[src/rtl/ecap_pkg.sv]
// Shared constants for the ECC error capture block.
// Assumes a 2-bit register address space and two error kinds.
package ecap_pkg;
    localparam int ROW_W_DEF  = 3;
    localparam int DATA_W_DEF = 8;
    localparam int ADDR_W     = 2;
    localparam int CMD_W      = 3;
    localparam int NKIND      = 2;
    localparam int KIND_SGL   = 0;
    localparam int KIND_MUL   = 1;

    localparam logic [ADDR_W-1:0] A_SGL = 2'd0;
    localparam logic [ADDR_W-1:0] A_MUL = 2'd1;
    localparam logic [ADDR_W-1:0] A_CMD = 2'd2;

    localparam int CMD_SGL_IRQ  = 0;
    localparam int CMD_MUL_SERR = 1;
    localparam int CMD_MUL_IRQ  = 2;
    localparam int FLAG_BIT     = 0;
endpackage

[src/rtl/ecap_slot.sv]
// One sticky capture slot: a flag plus the row of the first event.
// Assumes evt_i is a single-cycle pulse and clr_i a decoded write-1-to-clear.
// A new event in the same cycle as a clear wins and is captured.
module ecap_slot #(
    parameter int ROW_W = 3
) (
    input  logic             clk,
    input  logic             rst_n,
    input  logic             evt_i,
    input  logic [ROW_W-1:0] row_i,
    input  logic             clr_i,
    output logic             flag_o,
    output logic [ROW_W-1:0] row_o
);
    logic             flag_q;
    logic [ROW_W-1:0] row_q;
    logic             armed;

    // Capture is open when the flag is clear or being cleared this cycle.
    assign armed = !flag_q || clr_i;

    // Flag and row update: capture first event, then hold until cleared.
    always_ff @(posedge clk) begin
        if (!rst_n) begin
            flag_q <= 1'b0;
            row_q  <= '0;
        end else if (evt_i && armed) begin
            flag_q <= 1'b1;
            row_q  <= row_i;
        end else if (clr_i) begin
            flag_q <= 1'b0;
        end
    end

    assign flag_o = flag_q;
    assign row_o  = row_q;
endmodule

[src/rtl/ecap_regif.sv]
// Register port: decodes flag clears, holds the command register,
// and drives combinational read data. Assumes ROW_W+1 <= DATA_W and CMD_W <= DATA_W.
module ecap_regif
    import ecap_pkg::*;
#(
    parameter int ROW_W  = 3,
    parameter int DATA_W = 8
) (
    input  logic                        clk,
    input  logic                        rst_n,
    input  logic                        wr_i,
    input  logic [ADDR_W-1:0]           addr_i,
    input  logic [DATA_W-1:0]           wdata_i,
    input  logic [NKIND-1:0]            flag_i,
    input  logic [NKIND-1:0][ROW_W-1:0] row_i,
    output logic [NKIND-1:0]            clr_o,
    output logic [CMD_W-1:0]            cmd_o,
    output logic [DATA_W-1:0]           rdata_o
);
    logic [CMD_W-1:0] cmd_q;
    logic             unused_wdata_hi;

    assign unused_wdata_hi = ^wdata_i[DATA_W-1:CMD_W];

    // Write-1-to-clear decode for each status register.
    always_comb begin
        clr_o           = '0;
        clr_o[KIND_SGL] = wr_i && (addr_i == A_SGL) && wdata_i[FLAG_BIT];
        clr_o[KIND_MUL] = wr_i && (addr_i == A_MUL) && wdata_i[FLAG_BIT];
    end

    // Command register: software-written enables.
    always_ff @(posedge clk) begin
        if (!rst_n) begin
            cmd_q <= '0;
        end else if (wr_i && (addr_i == A_CMD)) begin
            cmd_q <= wdata_i[CMD_W-1:0];
        end
    end

    // Read mux: status layout is flag at bit 0, row above it.
    always_comb begin
        rdata_o = '0;
        case (addr_i)
            A_SGL: begin
                rdata_o[FLAG_BIT]  = flag_i[KIND_SGL];
                rdata_o[ROW_W:1]   = row_i[KIND_SGL];
            end
            A_MUL: begin
                rdata_o[FLAG_BIT]  = flag_i[KIND_MUL];
                rdata_o[ROW_W:1]   = row_i[KIND_MUL];
            end
            A_CMD:   rdata_o[CMD_W-1:0] = cmd_q;
            default: rdata_o = '0;
        endcase
    end

    assign cmd_o = cmd_q;
endmodule

[src/rtl/ecap_report.sv]
// Output gating: combines flags with command enables into level outputs.
// Assumes flags come straight from registers, so outputs are glitch-free.
module ecap_report
    import ecap_pkg::*;
(
    input  logic [NKIND-1:0] flag_i,
    input  logic [CMD_W-1:0] cmd_i,
    output logic             irq_o,
    output logic             serr_o
);
    // Interrupt: either kind, each with its own enable.
    always_comb begin
        irq_o = (flag_i[KIND_SGL] && cmd_i[CMD_SGL_IRQ]) ||
                (flag_i[KIND_MUL] && cmd_i[CMD_MUL_IRQ]);
    end

    // System error: uncorrectable errors only.
    always_comb begin
        serr_o = flag_i[KIND_MUL] && cmd_i[CMD_MUL_SERR];
    end
endmodule

[src/rtl/ecap_status.sv]
// Top of the ECC error capture block: two sticky capture slots,
// a register port and gated report outputs. Synchronous active-low reset.
module ecap_status
    import ecap_pkg::*;
#(
    parameter int ROW_W  = ROW_W_DEF,
    parameter int DATA_W = DATA_W_DEF
) (
    input  logic              clk,
    input  logic              rst_n,
    input  logic              err_sgl_i,
    input  logic              err_mul_i,
    input  logic [ROW_W-1:0]  err_row_i,
    input  logic              reg_wr_i,
    input  logic [ADDR_W-1:0] reg_addr_i,
    input  logic [DATA_W-1:0] reg_wdata_i,
    output logic [DATA_W-1:0] reg_rdata_o,
    output logic              irq_o,
    output logic              serr_o
);
    logic [NKIND-1:0]            evt;
    logic [NKIND-1:0]            clr;
    logic [NKIND-1:0]            flag;
    logic [NKIND-1:0][ROW_W-1:0] row;
    logic [CMD_W-1:0]            cmd_q;

    logic             sgl_flag, mul_flag, clr_sgl, clr_mul;
    logic [ROW_W-1:0] sgl_row, mul_row;

    assign evt[KIND_SGL] = err_sgl_i;
    assign evt[KIND_MUL] = err_mul_i;

    // One capture slot per error kind.
    for (genvar k = 0; k < NKIND; k++) begin : g_slot
        ecap_slot #(.ROW_W(ROW_W)) u_slot (
            .clk    (clk),
            .rst_n  (rst_n),
            .evt_i  (evt[k]),
            .row_i  (err_row_i),
            .clr_i  (clr[k]),
            .flag_o (flag[k]),
            .row_o  (row[k])
        );
    end

    ecap_regif #(.ROW_W(ROW_W), .DATA_W(DATA_W)) u_regif (
        .clk     (clk),
        .rst_n   (rst_n),
        .wr_i    (reg_wr_i),
        .addr_i  (reg_addr_i),
        .wdata_i (reg_wdata_i),
        .flag_i  (flag),
        .row_i   (row),
        .clr_o   (clr),
        .cmd_o   (cmd_q),
        .rdata_o (reg_rdata_o)
    );

    ecap_report u_report (
        .flag_i (flag),
        .cmd_i  (cmd_q),
        .irq_o  (irq_o),
        .serr_o (serr_o)
    );

    // Named views of each slot for the bound checker.
    assign sgl_flag = flag[KIND_SGL];
    assign mul_flag = flag[KIND_MUL];
    assign sgl_row  = row[KIND_SGL];
    assign mul_row  = row[KIND_MUL];
    assign clr_sgl  = clr[KIND_SGL];
    assign clr_mul  = clr[KIND_MUL];
endmodule

[config.mk]
export PLATFORM = sky130hd
export DESIGN_NAME = ecap_status
export DESIGN_NICKNAME = d
export VERILOG_FILES = /design/src/rtl/ecap_pkg.sv /design/src/rtl/ecap_slot.sv /design/src/rtl/ecap_regif.sv /design/src/rtl/ecap_report.sv /design/src/rtl/ecap_status.sv
export SDC_FILE = /design/constraint.sdc
export NUM_CORES = 1
export LEC_CHECK = 0
export CORE_MARGIN = 2
export CORE_UTILIZATION = 25
export CTS_CLUSTER_DIAMETER = 120
export DETAILED_ROUTE_END_ITERATION = 10
export DONT_BUFFER_PORTS = 1
export PLACE_DENSITY = 0.38
export SETUP_SLACK_MARGIN = 0.4
export SLEW_MARGIN = 40
export SYNTH_ARGS = -nofsm -noshare
export SYNTH_HDL_FRONTEND = slang
export SYNTH_SLANG_ARGS = --single-unit
[constraint.sdc]
create_clock -name clk -period 2.55 [get_ports clk]
set_input_delay 0.255 -clock clk [delete_from_list [all_inputs] [get_ports clk]]
set_output_delay 0.255 -clock clk [all_outputs]
set_load 0.02 [all_outputs]
Word-level counts from Yosys, hierarchy flattened --
Cells that the tools add are included.
Word-level totals: register bits after elaboration 11, output and inout bits 10, word-level logic and storage cells 31
Cells by class: eq/ne operators 2, muxes and demuxes 6, reduce and logical (&&, ||, !) cells 18
Operators with widths (number):
- $logic_and A1 B1 Y1 | 10
- $pmux W3 S3 | 1
- $mux W1 | 4
- $reduce_bool A2 Y1 | 2
- $logic_or A1 B1 Y1 | 3
- $eq A2 B1 Y1 const B | 1
- $eq A2 B2 Y1 const B | 1
- $logic_not A1 Y1 | 2
- $logic_not A2 Y1 | 1
- $pmux W1 S2 | 1

Depth between registers and ports, before layout --
Gate-level depths: netlist of run 1.
depth after elaboration 6, depth in mapped cells 5

Modules after synthesis --
A second synthesis of run 1 with hierarchy kept.
Second synthesis, totals: cell total of the unflattened synthesis 66, area, all modules 630.6 sq um
By module, submodules not included:
- ecap_slot | instances 2, cells each 16, area each 167.7 sq um, sequential area each 80.1 sq um
- ecap_regif | instances 1, cells each 32, area each 280.3 sq um, sequential area each 60.1 sq um
- ecap_report | instances 1, cells each 2, area each 15.0 sq um, sequential area each 0.0 sq um

Worst setup path after synthesis of run 1 --
Ideal clock, no wire load.
path type register to output, from register g_slot[1].u_slot.flag_q, to output reg_rdata_o[0], arrival 0.997 ns, required time 2.295 ns, path slack 1.298 ns, cell stages (with the launch flop) 4, path buffers 1, cell sequence dfxtp_1 -> buf_2 -> mux2i_1 -> o21ai_0
Between the ends: word-level cells in the longest chain between the ends 1
RTL lines:
- from (decl) | line ecap_slot.sv:15 | logic flag_q;
- from (signal assigned) | line ecap_slot.sv:25 | flag_q <= 1'b0;
- from (signal assigned) | line ecap_slot.sv:28 | flag_q <= 1'b1;
- from (signal assigned) | line ecap_slot.sv:31 | flag_q <= 1'b0;
- $pmux W3 S3 | line ecap_regif.sv:44 | case (addr_i)
- to (decl) | line ecap_status.sv:17 | output logic [DATA_W-1:0] reg_rdata_o,
No other way between the ends.

Worst setup path after layout of run 1 --
Ends and elaborated chain as after synthesis.

==> impl_metrics.env, run 1 <==
export IMPL_yosysSeqAreaShare_pct=31.0
export IMPL_synth_simple_area_share_pct=31.7
export IMPL_ir_drop_mv=0.186
export IMPL_h_tree_depth=1
export IMPL_pwr_share_clk_pct=32.9
export IMPL_syn_inst=83
export IMPL_ant_nets=0
export IMPL_worstPathMaxFanout=10
export IMPL_clock_latency_ns=0.26
export IMPL_fin_crit_ns=1.69
export IMPL_worst_setup_path_start_kind="register"
export IMPL_track_usage_pct=11.3
export IMPL_dieWidth_um=57.3
export IMPL_comb_power_share_pct=12.7
export IMPL_dr_pass1_iters=6
export IMPL_rsz0062_at_grt="no"
export IMPL_row_count=19
export IMPL_cts_buffer_depth=2
export IMPL_rr_worst_depth=3
export IMPL_crit_slowest_cell="o21ai_0"
export IMPL_initial_utilization_pct=26.0
export IMPL_grt_pass1_wl_um=2800
export IMPL_power_uw=359
export IMPL_power_per_cell_area_mw_per_mm2=499
export IMPL_max_stage_delay_ns=0.53
export IMPL_synth_top_family_by_area="simple AND/OR/NAND/NOR gates"
export IMPL_ys_top_cells_by_area="dfxtp_1 (31%), and4b_1 (9.9%), mux2i_1 (7.0%), o211ai_1 (6.3%), nand3_1 (5.6%)"
export IMPL_synth_compound_area_share_pct=19.2
export IMPL_area_growth_pct=1.23
export IMPL_worst_slew_pin_slew_ns=0.680
export IMPL_cts_resized=0
export IMPL_io_buffers=0
export IMPL_swShare_pct=26.5
export IMPL_max_freq_mhz=591
export IMPL_yosys_area_share_adder_pct=0
export IMPL_cp_data_arrival_time_ns=1.44
export IMPL_grt_pass1_vias=588
export IMPL_yosysUniqueCellTypes=24
export IMPL_async_reset_ff_share_pct=0
export IMPL_fin_crit_sh_pct=66.3
export IMPL_cts_tree="done"
export IMPL_drive_above_1_share_pct=5.00
export IMPL_relSlewSlack_pct=54.2
export IMPL_grt_max_degree=30
export IMPL_intPower_uw=264
export IMPL_cts_sinks=11
export IMPL_muxShareOfSynthArea_pct=7.04
export IMPL_syn_avg_cell_area_um2=8.56
export IMPL_drt_iter0_drc=10
export IMPL_worstSetupPathType="reg2out"
export IMPL_synthesis_area_um2=711
export IMPL_setup_viol=0
export IMPL_hold_buffers=0
export IMPL_cts_root_buf="clkbuf_4"
export IMPL_finalMaxSlewViolations=0
export IMPL_synth_top_cell_area_share_pct=31.0
export IMPL_routed_wl_um=1670
export IMPL_hold_path_class="in2reg"
export IMPL_synth_top_area_cell="dfxtp_1"
export IMPL_finalWeightedCongestion=0.742
export IMPL_fin_cells=111
export IMPL_cp_required_ns=2.30
export IMPL_grt_ovfl_total=0
export IMPL_cts_buffers=3
export IMPL_crit_start="g_slot[1].u_slot.flag_o$_SDFFE_PN0P_"
export IMPL_hpwl_um=1280
export IMPL_p_sw_uw=95.3
export IMPL_coreArea_mm2=0.00273
export IMPL_synth_edf_count=0
export IMPL_io_pins=28
export IMPL_min_from="rst_n"
export IMPL_hold_depth=1
export IMPL_fin_worst_skew_ns=0.00297
export IMPL_synth_xor_area_share_pct=0
export IMPL_yosys_warnings=0
export IMPL_cts_setup_buffers=0
export IMPL_hold_violations=0
export IMPL_dieArea_mm2=0.00329
export IMPL_ys_dominant_reg_cell="dfxtp_1"
export IMPL_cts_clk_slew_worst_paths_ns=0.07
export IMPL_finalSetupTns_ns=0
export IMPL_synth_most_common_cell="dfxtp_1"
export IMPL_worstReg2RegStart="g_slot[1].u_slot.flag_o$_SDFFE_PN0P_"
export IMPL_synth_common_cells="dfxtp_1 (11), nand3_1 (8), and4b_1 (7)"
export IMPL_vias=606
export IMPL_status="finished, final reports clean"
export IMPL_grt_antenna_before_repair=0
export IMPL_via_per_inst=5.46
export IMPL_p_leak_uw=0.000263
export IMPL_endpoint_kind="output pin"
export IMPL_cp_cell_sequence="mux2i_1 -> o21ai_0"
export IMPL_nNetsFinal=99
export IMPL_max_cap_violations=0
export IMPL_antenna_cells=0
export IMPL_wire_per_inst_um=15.0
export IMPL_seq_power_share_pct=54.5
export IMPL_place_inst=107
export IMPL_drc=0
export IMPL_fillCellCount=294
export IMPL_die_y_um=57.3
export IMPL_ys_seq_elements=11
## final cells by class
cell class / count / area, um^2 / area share (%)
sequential: 11 / 220 / 30.6
clock buffer: 4 / 26.3 / 3.65
inverter: 2 / 7.51 / 1.04
multi-input combinational: 63 / 427 / 59.3
tap: 31 / 38.8 / 5.39
## critical path: cells and delay by family (launching register included)
family | cells | cell delay (ns)
AOI/OAI and AO/OA | 1 | 0.53
DFF | 1 | 0.52
muxes | 1 | 0.13
## logic make-up (layout without fill, tap and decap cells)
kind of cell / count (synthesis) / after routing
simple gates: 34 / 34
compound gates: 20 / 20
buf+inv: 12 / 6
flops: 11 / 11
mux: 5 / 5
other cells: 1 / 4
## path summary, 6_finish.rpt
kind         slack, ns                                endpoint
max               0.86                          reg_rdata_o[0]
min               0.13           u_regif.cmd_o[0]$_SDFFE_PN0P_
max reg2reg       1.44  g_slot[1].u_slot.row_o[0]$_SDFFE_PN0P_
min reg2reg       0.48           u_regif.cmd_o[1]$_SDFFE_PN0P_
## power by group through the flow
stage	Sequential [uW]	Clock [uW]	Combinational, uW
after floorplan	194	0	57.3
after global placement	200	0	45.1
after detailed placement	200	0	45.7
after CTS	196	128	45.9
after global routing	198	133	50.7
final	196	118	45.5
## registers in the layout, indices dropped and copies added, names as in the netlist
register / count
g_slot.u_slot.row_o: 6
u_regif.cmd_o: 3
g_slot.u_slot.flag_o: 2
## cells in the final DEF, fill, tap and decap left out, drive strengths merged
cell type	count
dfxtp	11
nand3	8
and4b	7
nand4	6
a31oi	6
o211ai	6
mux2i	5
nand2	5
conb	4
clkbuf	4
a21boi	4
o21ai	3
nor2b	2
inv	2
nand2b	2
nor2	1
a22o	1
and2	1
nand3b	1
and4bb	1
## metrics by stage
step           cell area [um^2]  util, %  hold slack [ns]  setup WS, ns
4_1_cts                     719     26.3            0.119         0.855
2_1_floorplan               722        -            0.411          1.30
6_report                    719     26.3            0.131         0.858
3_5_place_dp                693     25.4            0.402          1.16
5_1_grt                     719     26.3            0.130         0.773
3_3_place_gp                693     25.4            0.397          1.15
## per-layer routing
| layer | routed length (um) | track usage [%] | part of all wire, % | up-vias |
|---|---|---|---|---|
| met5 | 0 | 0 | 0 | - |
| met4 | 27 | 6.98 | 1.6 | 0 |
| met3 | 113 | 3.85 | 6.8 | 2 |
| met2 | 805 | 18.4 | 48 | 19 |
| met1 | 724 | 12.5 | 43 | 276 |
| li1 | - | - | - | 309 |
No activity file was read; power rests on OpenSTA's default activity.
==> inputs of run 2 (changes only) <==
--- a/config.mk
+++ b/config.mk
@@ -10,7 +10,7 @@
 export CTS_CLUSTER_DIAMETER = 120
 export DETAILED_ROUTE_END_ITERATION = 10
 export DONT_BUFFER_PORTS = 1
-export PLACE_DENSITY = 0.38
+export PLACE_DENSITY = 0.4
 export SETUP_SLACK_MARGIN = 0.4
 export SLEW_MARGIN = 40
 export SYNTH_ARGS = -nofsm -noshare
==> constraint.sdc (replaced) <==
create_clock -name clk -period 1.5 [get_ports clk]
set_input_delay 0.15 -clock clk [delete_from_list [all_inputs] [get_ports clk]]
set_output_delay 0.15 -clock clk [all_outputs]
set_load 0.02 [all_outputs]
==> impl_metrics.env, run 2 (synthesis gave the netlist of run 1 again) <==
export IMPL_dr_pass1_iters=4
export IMPL_cp_data_arrival_time_ns=1.01
export IMPL_hold_path_class="in2reg"
export IMPL_cts_root_buf="clkbuf_4"
export IMPL_rr_worst_depth=4
export IMPL_p_leak_uw=0.000338
export IMPL_comb_power_share_pct=18.7
export IMPL_drc=0
export IMPL_finalMaxSlewViolations=0
export IMPL_io_buffers=0
export IMPL_cp_cell_sequence="buf_6 -> a22o_4"
export IMPL_grt_antenna_before_repair=0
export IMPL_routed_wl_um=1890
export IMPL_drt_iter0_drc=24
export IMPL_h_tree_depth=1
export IMPL_pwr_share_clk_pct=32.2
export IMPL_cp_num_buf_inv=1
export IMPL_die_y_um=57.3
export IMPL_antenna_cells=0
export IMPL_cp_endpoint="irq_o"
export IMPL_grt_max_degree=30
export IMPL_cts_tree="done"
export IMPL_ant_nets=0
export IMPL_via_per_inst=5.38
export IMPL_hpwl_um=1310
export IMPL_io_pins=28
export IMPL_fin_crit_ns=1.16
export IMPL_ir_drop_mv=0.300
export IMPL_cts_buffers=3
export IMPL_initial_utilization_pct=26.0
export IMPL_fin_worst_skew_ns=0.00281
export IMPL_layout_common_cells="buf_4 (9), nand3_1 (8), and4b_1 (7), dfxtp_2 (7)"
export IMPL_hold_violations=0
export IMPL_fin_crit_sh_pct=77.5
export IMPL_setup_viol=0
export IMPL_dieWidth_um=57.3
export IMPL_intPower_uw=482
export IMPL_nNetsFinal=111
export IMPL_cts_clk_slew_worst_paths_ns=0.08
export IMPL_ff2ff_setup_slack_ns=0.44
export IMPL_swShare_pct=28.1
export IMPL_cp_num_cells=2
export IMPL_max_stage_delay_ns=0.36
export IMPL_grt_ovfl_total=0
export IMPL_largest_register_ffs=6
export IMPL_endpoint_kind="output pin"
export IMPL_worst_setup_path_start_kind="register"
export IMPL_final_common_cell="buf_4"
export IMPL_status="finished, final reports clean"
export IMPL_track_usage_pct=11.9
export IMPL_area_growth_pct=19.9
export IMPL_power_per_cell_area_mw_per_mm2=787
export IMPL_wire_per_inst_um=15.4
export IMPL_row_count=19
export IMPL_cp_required_ns=1.35
export IMPL_crit_slowest_cell="dfxtp_4"
export IMPL_worstPathMaxFanout=3
export IMPL_max_cap_violations=0
export IMPL_dieArea_mm2=0.00329
export IMPL_max_freq_mhz=860
export IMPL_worstReg2RegStart="g_slot[1].u_slot.flag_o$_SDFFE_PN0P_"
export IMPL_worstSetupPathType="reg2out"
export IMPL_r2r_end="g_slot[1].u_slot.row_o[2]$_SDFFE_PN0P_"
export IMPL_coreArea_mm2=0.00273
export IMPL_cts_sinks=11
export IMPL_vias=662
export IMPL_finalWeightedCongestion=0.738
export IMPL_cts_buffer_depth=2
export IMPL_drive_above_1_share_pct=30.4
export IMPL_finalSetupTns_ns=0
export IMPL_seq_power_share_pct=49.2
export IMPL_p_sw_uw=189
export IMPL_rsz0062_at_grt="yes"
export IMPL_path_delay_family="flip-flops"
export IMPL_clock_latency_ns=0.27
export IMPL_power_uw=670
export IMPL_crit_start="g_slot[1].u_slot.flag_o$_SDFFE_PN0P_"
export IMPL_grt_pass1_wl_um=2950
export IMPL_grt_pass1_vias=610
[run 2: cell types whose count changed in the layout (fill, tap and decap cells not counted), moves of 2 or more]
cell | previous run | this run
buf_4 | 0 | 9
dfxtp_1 | 11 | 2
dfxtp_2 | 0 | 7
o21ai_0 | 3 | 0
buf_6 | 0 | 2
dfxtp_4 | 0 | 2
o21ai_1 | 0 | 2
[run 2: through the flow]
| stage | hold slack, ns | std cells | utilization (%) | instance area (um^2) | setup slack, ns |
|---|---|---|---|---|---|
| 2_1_floorplan | 0.306 | 86 | - | 722 | 0.464 |
| 6_report | 0.0190 | 123 | 31.2 | 852 | 0.337 |
| 5_1_grt | 0.0102 | 123 | 31.2 | 852 | 0.294 |
| 4_1_cts | 0.00905 | 120 | 30.1 | 822 | 0.316 |
| 3_3_place_gp | 0.287 | 110 | 26.2 | 716 | 0.381 |
| 3_5_place_dp | 0.292 | 110 | 26.2 | 716 | 0.385 |
[run 2: what timing repair did]
item,CTS,global route
endpoints found under the hold margin,0,2
pin swaps,3,4
hold buffers,0,1
resized for setup,18,2
buffers inserted,6,2
endpoints found under the setup margin,6,9
[run 2: routing by layer]
layer | vias to the layer above | global-route usage [%] | share of wire (%)
li1 | 327 | - | -
met1 | 322 | 15.9 | 45
met2 | 11 | 17.1 | 48
met3 | 2 | 3.63 | 5.5
met4 | 0 | 6.31 | 0.79
met5 | - | 0 | 0
[run 2: cell type report]
class	count	area, um^2
fill	297	1880
tap	31	38.8
sequential	11	236
inverter	2	7.51
multi-input combinational	63	443
timing repair buffer	12	100
clock buffer	4	26.3
[run 2: power groups by stage]
stage | Combinational (uW) | Clock (uW) | Sequential [uW]
finish | 125 | 216 | 330
global route | 136 | 243 | 333
global placement | 85.8 | 0 | 339
floorplan | 97.8 | 0 | 330
detailed placement | 86.7 | 0 | 339
CTS | 116 | 219 | 329
[run 2: how the worst min path moves through the flow]
stage,from,to,slack [ns],cells after the start
floorplan,reg_wdata_i[1],u_regif.cmd_o[1]$_SDFFE_PN0P_,0.31,2
global placement,rst_n,u_regif.cmd_o[0]$_SDFFE_PN0P_,0.29,1
detailed placement,rst_n,u_regif.cmd_o[0]$_SDFFE_PN0P_,0.29,1
CTS,rst_n,g_slot[1].u_slot.flag_o$_SDFFE_PN0P_,0.009,1
global route,rst_n,g_slot[0].u_slot.flag_o$_SDFFE_PN0P_,0.01,1
finish,rst_n,u_regif.cmd_o[0]$_SDFFE_PN0P_,0.02,1
==> inputs of run 3 (changes only) <==
--- a/config.mk
+++ b/config.mk
@@ -10,7 +10,7 @@
 export CTS_CLUSTER_DIAMETER = 120
 export DETAILED_ROUTE_END_ITERATION = 10
 export DONT_BUFFER_PORTS = 1
-export PLACE_DENSITY = 0.4
+export PLACE_DENSITY = 0.38
 export SETUP_SLACK_MARGIN = 0.4
 export SLEW_MARGIN = 40
 export SYNTH_ARGS = -nofsm -noshare
==> constraint.sdc (replaced) <==
create_clock -name clk -period 1.1 [get_ports clk]
set_input_delay 0.11 -clock clk [delete_from_list [all_inputs] [get_ports clk]]
set_output_delay 0.11 -clock clk [all_outputs]
set_load 0.02 [all_outputs]
==> impl_metrics.env, run 3 (synthesis gave the netlist of run 1 again) <==
export IMPL_initial_utilization_pct=26.0
export IMPL_largest_register_ffs=6
export IMPL_hpwl_um=1270
export IMPL_cts_tree="done"
export IMPL_power_per_cell_area_mw_per_mm2=1020
export IMPL_ir_drop_mv=0.353
export IMPL_max_freq_mhz=902
export IMPL_grt_pass1_vias=651
export IMPL_drt_iter0_drc=11
export IMPL_fin_ws_ns=-0.00806
export IMPL_die_y_um=57.3
export IMPL_dieArea_mm2=0.00329
export IMPL_clock_latency_ns=0.27
export IMPL_fin_crit_sh_pct=101
export IMPL_fin_area_um2=921
export IMPL_cts_sinks=11
export IMPL_finalWeightedCongestion=0.751
export IMPL_worstPathMaxFanout=4
export IMPL_row_count=19
export IMPL_status="finished with violations"
export IMPL_cp_required_ns=0.99
export IMPL_p_leak_uw=0.000365
export IMPL_dpl_instance_area_um2=727
export IMPL_routed_wl_um=2000
export IMPL_layout_common_cells="nand3_1 (8), buf_4 (8), and4b_1 (7), dfxtp_2 (7)"
export IMPL_area_growth_pct=29.6
export IMPL_fin_cells=128
export IMPL_cts_clk_slew_worst_paths_ns=0.08
export IMPL_worst_setup_path_start_kind="register"
export IMPL_fillCellCount=279
export IMPL_finalSetupTns_ns=-0.00806
export IMPL_grt_pass1_wl_um=3260
export IMPL_coreArea_mm2=0.00273
export IMPL_p_sw_uw=266
export IMPL_io_pins=28
export IMPL_h_tree_depth=1
export IMPL_via_per_inst=5.20
export IMPL_vias=666
export IMPL_seq_power_share_pct=47.6
export IMPL_cts_root_buf="clkbuf_4"
export IMPL_antenna_cells=0
export IMPL_max_cap_violations=0
export IMPL_violations="negative hold slack, negative setup slack"
export IMPL_path_delay_family="flip-flops"
export IMPL_cp_data_arrival_time_ns=1.00
export IMPL_hold_ws_ns=-0.000876
export IMPL_pre_cts_slack_ns=0.104
export IMPL_max_stage_delay_ns=0.36
export IMPL_dieWidth_um=57.3
export IMPL_fin_crit_ns=1.11
export IMPL_cts_buffers=3
export IMPL_swShare_pct=28.3
export IMPL_io_buffers=0
export IMPL_endpoint_kind="output pin"
export IMPL_crit_slowest_cell="dfxtp_4"
export IMPL_grt_max_degree=22
export IMPL_pwr_share_clk_pct=31.2
export IMPL_setup_viol=1
export IMPL_hold_violations=1
export IMPL_rsz0062_at_grt="yes"
export IMPL_track_usage_pct=13.3
export IMPL_place_inst=108
export IMPL_worstSetupPathType="reg2out"
export IMPL_comb_power_share_pct=21.2
export IMPL_wire_per_inst_um=15.6
export IMPL_dr_pass1_iters=4
export IMPL_finalMaxSlewViolations=0
export IMPL_nNetsFinal=116
export IMPL_cts_buffer_depth=2
export IMPL_intPower_uw=675
export IMPL_ant_nets=0
export IMPL_fin_worst_skew_ns=0.00276
export IMPL_cp_cell_sequence="mux2i_1 -> o21ai_1 -> buf_4"
export IMPL_hold_path_class="in2reg"
export IMPL_drive_above_1_share_pct=33.0
export IMPL_cp_num_buf_inv=1
export IMPL_drc=0
export IMPL_grt_antenna_before_repair=0
export IMPL_grt_ovfl_total=0
[run 3: final cells by class]
class | count | area, um^2 | share of cell area [%]
Timing Repair Buffer | 17 | 155 | 16.8
Inverter | 2 | 7.51 | 0.815
Sequential cell | 11 | 236 | 25.7
Tap cell | 31 | 38.8 | 4.21
Multi-Input combinational cell | 63 | 457 | 49.6
Clock buffer | 4 | 26.3 | 2.85
[run 3: through the flow]
stage | total power [uW] | util, %
finish | 941 | 33.7
floorplan | 599 | -
global route | 989 | 33.7
detailed placement | 583 | 26.6
global placement | 581 | 26.6
CTS | 946 | 33.1
[run 3: power groups by stage]
| stage | registers [uW] | clock network [uW] | logic, uW |
|---|---|---|---|
| 5_1_grt | 452 | 319 | 218 |
| 6_report | 448 | 294 | 200 |
| 4_1_cts | 448 | 304 | 194 |
| 3_3_place_gp | 464 | 0 | 116 |
| 3_5_place_dp | 465 | 0 | 118 |
| 2_1_floorplan | 452 | 0 | 147 |
[run 3: layer usage]
metal | share of wire, % | global-route usage, %
met5 | 0 | 0
met4 | 0.90 | 6.98
met3 | 4.9 | 3.85
met2 | 47 | 21.2
met1 | 47 | 16.1
[run 3: worst paths after layout]
| check | start | to | slack [ns] | cells past startpoint |
|---|---|---|---|---|
| worst max-delay path | g_slot[1].u_slot.flag_o$_SDFFE_PN0P_ | reg_rdata_o[0] | -0.008 | 3 |
| worst min-delay path | reg_wr_i | u_regif.cmd_o[2]$_SDFFE_PN0P_ | -0.0009 | 2 |
| worst max register to register | g_slot[1].u_slot.flag_o$_SDFFE_PN0P_ | g_slot[1].u_slot.row_o[2]$_SDFFE_PN0P_ | 0.03 | 4 |
| worst min register to register | u_regif.cmd_o[1]$_SDFFE_PN0P_ | u_regif.cmd_o[1]$_SDFFE_PN0P_ | 0.47 | 2 |
[run 3: timing repair]
action,CTS,global route
buffers inserted,8,1
resized for setup,11,5
pin swaps,5,5
endpoints found under the hold margin,10,0
setup endpoints to repair,12,17
hold buffers,7,0
cloned,0,0
